--- src/rtl/spur_pkg.sv ---
// Shared widths and the quarter-wave sine generator for the spur canceller.
// Assumes the table depth is a power of two and that the magnitude fits in an int.
package spur_pkg;
    localparam int SAMPLE_W = 14;
    localparam int TPHASE_W = 16;
    localparam int HARM_W   = 4;
    localparam int AMP_W    = 4;
    localparam int LUT_AW   = 6;
    localparam int MAG_W    = 8;

    typedef enum logic [1:0] {
        QD_RISE    = 2'd0,
        QD_FALL    = 2'd1,
        QD_NRISE   = 2'd2,
        QD_NFALL   = 2'd3
    } quad_e;

    // Rational sine approximation, sampled at half-step offsets so mirroring is exact.
    function automatic int quarter_sine(input int idx, input int aw, input int mw);
        int half;
        int x;
        int p;
        int full;
        half = 4 << aw;
        x    = 2 * idx + 1;
        p    = x * (half - x);
        full = (1 << mw) - 1;
        return (full * 16 * p) / (5 * half * half - 4 * p);
    endfunction
endpackage

--- src/rtl/spur_phase_gen.sv ---
// Stage 1: forms the harmonic tone phase and captures the sample and settings with it.
// Assumes the phase input is already the upper bits of the accumulator.
module spur_phase_gen #(
    parameter int TPW = spur_pkg::TPHASE_W,
    parameter int HW  = spur_pkg::HARM_W,
    parameter int SW  = spur_pkg::SAMPLE_W,
    parameter int AW  = spur_pkg::AMP_W
) (
    input  logic                 clk,
    input  logic                 rst_n,
    input  logic                 in_valid,
    input  logic [TPW-1:0]       acc_phase,
    input  logic signed [SW-1:0] in_sample,
    input  logic                 cfg_enable,
    input  logic [HW-1:0]        cfg_harmonic,
    input  logic [AW-1:0]        cfg_amp,
    input  logic [TPW-1:0]       cfg_phase_off,
    output logic [TPW-1:0]       ph_q,
    output logic signed [SW-1:0] sample_q,
    output logic                 valid_q,
    output logic                 active_q,
    output logic [AW-1:0]        amp_q
);
    logic [TPW-1:0] ph_next;
    logic           active_next;

    // Harmonic multiply and offset add, both modulo 2^TPW.
    always_comb begin
        ph_next     = (TPW'(cfg_harmonic) * acc_phase) + cfg_phase_off;
        active_next = cfg_enable && (cfg_amp != '0) && (cfg_harmonic != '0);
    end

    // Register the phase together with the data it belongs to.
    always_ff @(posedge clk) begin
        if (!rst_n) begin
            ph_q     <= '0;
            sample_q <= '0;
            valid_q  <= 1'b0;
            active_q <= 1'b0;
            amp_q    <= '0;
        end else begin
            ph_q     <= ph_next;
            sample_q <= in_sample;
            valid_q  <= in_valid;
            active_q <= active_next;
            amp_q    <= cfg_amp;
        end
    end
endmodule

--- src/rtl/spur_sine_lut.sv ---
// Stage 2: folds the tone phase into a quarter-wave table and registers magnitude and sign.
// Assumes TPW >= LAW + 2; the table is computed from the package function.
module spur_sine_lut #(
    parameter int TPW = spur_pkg::TPHASE_W,
    parameter int SW  = spur_pkg::SAMPLE_W,
    parameter int AW  = spur_pkg::AMP_W,
    parameter int LAW = spur_pkg::LUT_AW,
    parameter int MW  = spur_pkg::MAG_W
) (
    input  logic                 clk,
    input  logic                 rst_n,
    input  logic [TPW-1:0]       ph,
    input  logic signed [SW-1:0] sample,
    input  logic                 valid,
    input  logic                 active,
    input  logic [AW-1:0]        amp,
    output logic [MW-1:0]        mag_q,
    output logic                 neg_q,
    output logic signed [SW-1:0] sample_q,
    output logic                 valid_q,
    output logic                 active_q,
    output logic [AW-1:0]        amp_q
);
    import spur_pkg::*;

    localparam int DEPTH = 1 << LAW;
    localparam int SH    = TPW - 2 - LAW;

    logic [MW-1:0]  rom [DEPTH];
    logic [LAW+1:0] top;
    logic [LAW-1:0] idx;
    logic [LAW-1:0] addr;
    quad_e          quad;
    logic           neg_next;

    // One table entry per generate step, fixed at elaboration.
    for (genvar g = 0; g < DEPTH; g++) begin : g_rom
        assign rom[g] = MW'(quarter_sine(g, LAW, MW));
    end

    // Quadrant folding: mirror the index on falling quadrants, negate in the lower half.
    always_comb begin
        top      = (LAW + 2)'(ph >> SH);
        quad     = quad_e'(top[LAW+1:LAW]);
        idx      = top[LAW-1:0];
        addr     = ((quad == QD_FALL) || (quad == QD_NFALL)) ? ~idx : idx;
        neg_next = (quad == QD_NRISE) || (quad == QD_NFALL);
    end

    // Register the looked-up magnitude with its sign and the passed-through data.
    always_ff @(posedge clk) begin
        if (!rst_n) begin
            mag_q    <= '0;
            neg_q    <= 1'b0;
            sample_q <= '0;
            valid_q  <= 1'b0;
            active_q <= 1'b0;
            amp_q    <= '0;
        end else begin
            mag_q    <= rom[addr];
            neg_q    <= neg_next;
            sample_q <= sample;
            valid_q  <= valid;
            active_q <= active;
            amp_q    <= amp;
        end
    end
endmodule

--- src/rtl/spur_mix_sat.sv ---
// Stage 3: scales the tone by the amplitude, adds it to the sample and clips to range.
// Assumes MW + AW bits hold the product and the correction stays far below full scale.
module spur_mix_sat #(
    parameter int SW = spur_pkg::SAMPLE_W,
    parameter int AW = spur_pkg::AMP_W,
    parameter int MW = spur_pkg::MAG_W
) (
    input  logic                 clk,
    input  logic                 rst_n,
    input  logic [MW-1:0]        mag,
    input  logic                 neg,
    input  logic signed [SW-1:0] sample,
    input  logic                 valid,
    input  logic                 active,
    input  logic [AW-1:0]        amp,
    output logic signed [SW-1:0] out_sample,
    output logic                 out_valid
);
    localparam logic signed [SW:0] SMAX = (SW + 1)'((1 << (SW - 1)) - 1);
    localparam logic signed [SW:0] SMIN = -SMAX - (SW + 1)'(1);

    logic [MW+AW-1:0]        prod;
    logic [AW-1:0]           cmag;
    logic signed [SW:0]      corr;
    logic signed [SW:0]      sum;
    logic signed [SW-1:0]    clipped;

    // Scale, sign and add in one widened step, then clip instead of wrapping.
    always_comb begin
        prod = {{AW{1'b0}}, mag} * {{MW{1'b0}}, amp};
        cmag = AW'(prod >> MW);
        corr = (SW + 1)'($signed({1'b0, cmag}));
        if (neg) begin
            corr = -corr;
        end
        if (!active) begin
            corr = '0;
        end
        sum = (SW + 1)'(sample) + corr;
        if (sum > SMAX) begin
            clipped = SW'(SMAX);
        end else if (sum < SMIN) begin
            clipped = SW'(SMIN);
        end else begin
            clipped = SW'(sum);
        end
    end

    // Output register feeding the converter.
    always_ff @(posedge clk) begin
        if (!rst_n) begin
            out_sample <= '0;
            out_valid  <= 1'b0;
        end else begin
            out_sample <= clipped;
            out_valid  <= valid;
        end
    end
endmodule

--- src/rtl/spur_cancel_top.sv ---
// Harmonic spur canceller: three-stage pipeline adding a harmonic-locked, phase-shifted
// low-level tone to each sample. Assumes configuration is sampled with each sample.
module spur_cancel_top #(
    parameter int SW  = spur_pkg::SAMPLE_W,
    parameter int TPW = spur_pkg::TPHASE_W,
    parameter int HW  = spur_pkg::HARM_W,
    parameter int AW  = spur_pkg::AMP_W,
    parameter int LAW = spur_pkg::LUT_AW,
    parameter int MW  = spur_pkg::MAG_W
) (
    input  logic                 clk,
    input  logic                 rst_n,
    input  logic                 in_valid,
    input  logic [TPW-1:0]       acc_phase,
    input  logic signed [SW-1:0] in_sample,
    input  logic                 cfg_enable,
    input  logic [HW-1:0]        cfg_harmonic,
    input  logic [AW-1:0]        cfg_amp,
    input  logic [TPW-1:0]       cfg_phase_off,
    output logic                 out_valid,
    output logic signed [SW-1:0] out_sample
);
    logic [TPW-1:0]       s1_ph;
    logic signed [SW-1:0] s1_sample;
    logic                 s1_valid;
    logic                 s1_active;
    logic [AW-1:0]        s1_amp;
    logic [MW-1:0]        s2_mag;
    logic                 s2_neg;
    logic signed [SW-1:0] s2_sample;
    logic                 s2_valid;
    logic                 s2_active;
    logic [AW-1:0]        s2_amp;

    spur_phase_gen #(.TPW(TPW), .HW(HW), .SW(SW), .AW(AW)) u_phase (
        .clk           (clk),
        .rst_n         (rst_n),
        .in_valid      (in_valid),
        .acc_phase     (acc_phase),
        .in_sample     (in_sample),
        .cfg_enable    (cfg_enable),
        .cfg_harmonic  (cfg_harmonic),
        .cfg_amp       (cfg_amp),
        .cfg_phase_off (cfg_phase_off),
        .ph_q          (s1_ph),
        .sample_q      (s1_sample),
        .valid_q       (s1_valid),
        .active_q      (s1_active),
        .amp_q         (s1_amp)
    );

    spur_sine_lut #(.TPW(TPW), .SW(SW), .AW(AW), .LAW(LAW), .MW(MW)) u_lut (
        .clk      (clk),
        .rst_n    (rst_n),
        .ph       (s1_ph),
        .sample   (s1_sample),
        .valid    (s1_valid),
        .active   (s1_active),
        .amp      (s1_amp),
        .mag_q    (s2_mag),
        .neg_q    (s2_neg),
        .sample_q (s2_sample),
        .valid_q  (s2_valid),
        .active_q (s2_active),
        .amp_q    (s2_amp)
    );

    spur_mix_sat #(.SW(SW), .AW(AW), .MW(MW)) u_mix (
        .clk        (clk),
        .rst_n      (rst_n),
        .mag        (s2_mag),
        .neg        (s2_neg),
        .sample     (s2_sample),
        .valid      (s2_valid),
        .active     (s2_active),
        .amp        (s2_amp),
        .out_sample (out_sample),
        .out_valid  (out_valid)
    );
endmodule

--- config.mk ---
export PLATFORM = sky130hd
export DESIGN_NAME = spur_cancel_top
export DESIGN_NICKNAME = d
export VERILOG_FILES = /design/src/rtl/spur_pkg.sv /design/src/rtl/spur_phase_gen.sv /design/src/rtl/spur_sine_lut.sv /design/src/rtl/spur_mix_sat.sv /design/src/rtl/spur_cancel_top.sv
export SDC_FILE = /design/constraint.sdc
export NUM_CORES = 1
export LEC_CHECK = 0
export ABC_CLOCK_PERIOD_IN_PS = 7500
export BUFFER_PORTS_ARGS = -buffer_cell sky130_fd_sc_hd__buf_2
export CORE_ASPECT_RATIO = 1.1
export CORE_MARGIN = 2
export CORE_UTILIZATION = 35
export DETAILED_ROUTE_END_ITERATION = 8
export GPL_ROUTABILITY_DRIVEN = 0
export PLACE_DENSITY_LB_ADDON = 0.25
export SLEW_MARGIN = 20
export SYNTH_ARGS = -nofsm -noshare
export SYNTH_HDL_FRONTEND = slang
export SYNTH_HIERARCHICAL = 1
export SYNTH_SLANG_ARGS = --single-unit
--- constraint.sdc ---
create_clock -name clk -period 7.5 [get_ports clk]
set_input_delay 1.5 -clock clk [delete_from_list [all_inputs] [get_ports clk]]
set_output_delay 1.5 -clock clk [all_outputs]
set_load 0.01 [all_outputs]
==> metrics.md <==
| Metric | Value |
|---|---|
| Worst setup path category | reg -> reg |
| Cell Int Power | 1.14 mW |
| Die W | 137 um |
| Slowest CP cell | nor2_2 |
| Synthesized Nets | between 900 and 1000 |
| Design area | 0.00761 mm2 |
| Net Switching | 0.876 mW |
| Sw Share | 43.5% |
| Clock Skews | 0.00460 ns |
| Top Layer Used | met4 |
| DR DRC count | 0 |
| Hold Vio Cnt, Final | 0 |
| Postcts setup bufs | 0 |
| WL/cell | ~14 um |
| Hold Path Class | reg -> reg |
| Drt total wl | 15300 um |
| M1 wire length | 6910 um |
| PD cells | 264 mW/mm2 |
| Period utilization | 87.0% |
| Flop pwr share | 23.7% |
| CTS buffer count | 9 |
| Clock sinks | 72 |
| Cells after Synth | 804 |
| Worst vdd ir | 0.000114 V |
| Number of antenna violations at the first check in global routing | 1 |
| Vias in the first global route | about 5400 |
| # nets final | 1011 |
| Worst Path Arrival | about 6.7 ns |
| Drt via density | 5.04 |
| Placed Cells | 1090 |
| Row count | 53 |
| Setup TNS | 0 ns |
| CTS tree | built |
| Critical Path RT | 7.69 ns |
| Worst path max stage delay | ~0.56 ns |
| Slew HR | 47.4% |
| I/O pin cnt | 73 |
| Initial Utilization | 35.6% |
| Least-Margin Pin Slew | 0.790 ns |
| Max Clk Rate | around 0.15 GHz |
| Post-Layout Cell Count | 1107 |
| # hold bufs at CTS | 0 |
| Max-Cap Viols | 0 |
| Area after DPL | 0.00730 mm2 |
| Iteration-0 DRC Markers | ~240 |
| Final ANT Viol Nets | 0 |
| Area of the mapped netlist | 0.00679 mm2 |
| Hold WS | around 0.42 ns |
| Post-route minimum period | ~6.5 ns |
| Slew Limit Fails | 0 |
| CP endpoint kind | register |
| Synth warnings | 6 |
| GRT Util Overall | 15.4% |
| Gr ovfl total | 0 |
| DR vias | between 5000 and 6000 |
| First-pass GRT wire length | between 20000 and 30000 um |
| Status | completed |
| Critical Path Start Type | register |
| Resized cells post-CTS | 0 |
| Footprint of the multi-input gates | approximately 0.0048 mm2 |
| Fillers | between 1500 and 2000 |
| Area occupied by registers | between 0.001 and 0.0015 mm2 |
| Wire length on met2 | 7350 um |
| Met3 wire len | 741 um |
| DIE AREA | 0.0205 mm2 |
| RSZ-0062 raised after global routing | false |
| Worst-path cell chain | and2_1 > fa_1 > inv_1 > fa_1 > inv_1 > ha_1 > a211oi_2 > o21ai_2 > a21oi_1 > nor2b_1 > nor2_1 > xor2_1 > ha_1 > and3_1 > a211oi_2 > ha_1 > o21ai_0 > o21ai_1 > a31oi_1 > o21ai_0 > o41ai_1 > xor3_2 > nor2_2 > o21ai_0 |
| Largest net degree at the start of global routing | 56 |
| Syn-to-layout area delta | 12.0% |
| Total iterations of the first detailed-routing run | 5 |
| Clock Latency Late Sink | 0.34 ns |
| Finish-stage setup viols | 0 |
| Worst-path fanout max | 13 |
| Longest Clk Path Bufs | 2 |
| Layout cell share with drive strength beyond 1 | 14.7% |
| Static leakage | 3.55 nW |
| CTS root buf | clkbuf_16 |
| Worst-path clk slew | 0.06 ns |
| Die height | 150 um |
| # port buffers | 72 |
| Dpl hpwl | 11500 um |
| Syn avg cell area | 8.45 um2 |
| Combinational power share | roughly 54% |
| Maximum level of the CTS H-tree | 3 |
| Clock Power Share | 22.0% |
| Core Footprint | 0.0191 mm2 |
layout make-up:
cell class              instances  share of cell area [%]
well taps                     247                    4.06
diodes                          1                  0.0329
multi-input cells             600                    63.0
clock buffers                  11                    3.19
clock inverters                 5                   0.839
flip-flops and latches         72                    18.9
inverters                      93                    4.59
repair buffers                 78                    5.33
state kept, by name (all words and copies together) (netlist names):
name              cells
u_mix/out_valid       1
u_lut/active_q        1
u_lut/neg_q           1
u_lut/amp_q           4
u_phase/valid_q       1
u_phase/sample_q     14
u_phase/ph_q          8
u_lut/sample_q       14
u_phase/active_q      1
u_phase/amp_q         4
u_lut/mag_q           8
u_lut/valid_q         1
u_mix/out_sample     14
cell usage in the layout, fill, tap and decap left out, types with 6 or more instances in the layout:
cell         n
and2_1     113
dfxtp_1     72
nand2b_1    12
a21oi_1     41
nand2_1     49
nor3_1      16
a21o_1      11
nor2b_1      6
nor2_1      44
o31ai_2      8
o21a_1       7
nand3_1      9
buf_2       72
o21ai_0     37
inv_1       91
ha_1        49
buf_4        6
xor2_1      17
clkbuf_16    9
a31oi_1     12
fa_1        50
xnor2_1     16
worst max-delay path: cells and delay by family, from the launching register on:
family | cells | cell delay, ns
xor+xnor | 2 | 0.48
compound gates | 10 | 2.33
buf+inv | 2 | 0.09
fa+ha+maj | 5 | 1.99
flops | 1 | 0.36
simple gates | 5 | 1.12
final timing paths:
| path | start | to | slack (ns) | depth (start not counted) |
|---|---|---|---|---|
| hold / removal | u_phase/sample_q[1]$_SDFF_PN0_ | u_lut/sample_q[1]$_SDFF_PN0_ | 0.42 | 1 |
| setup reg to reg | u_lut/amp_q[3]$_SDFF_PN0_ | u_mix/out_sample[1]$_SDFF_PN0_ | 0.97 | 24 |
| hold reg to reg | u_phase/sample_q[1]$_SDFF_PN0_ | u_lut/sample_q[1]$_SDFF_PN0_ | 0.42 | 1 |
| setup / recovery | u_lut/amp_q[3]$_SDFF_PN0_ | u_mix/out_sample[1]$_SDFF_PN0_ | 0.97 | 24 |
metrics by stage:
| stage | power (mW) | worst slack (ns) | util (%) |
|---|---|---|---|
| 6_report | 2.01 | 0.972 | 39.8 |
| 5_1_grt | 2.17 | 0.502 | 39.8 |
| 4_1_cts | 2.02 | 0.998 | 39.8 |
| 3_5_place_dp | 1.57 | 1.04 | 38.2 |
| 3_3_place_gp | 1.57 | 1.23 | 38.2 |
| 2_1_floorplan | 1.34 | 1.81 | - |
power groups by stage:
stage               Combinational [mW]  Sequential (mW)  Clock [mW]
floorplan                        0.868            0.472           0
global placement                  1.09            0.484           0
detailed placement                1.08            0.484           0
CTS                               1.09            0.476       0.455
global route                      1.22            0.484       0.469
finish                            1.09            0.477       0.442
layer usage:
metal	up-vias	GRT usage [%]
li1	2810	-
met1	2596	19.7
met2	144	26.1
met3	26	2.96
met4	0	4.95
met5	-	0
No activity file was read; power rests on OpenSTA's default activity.
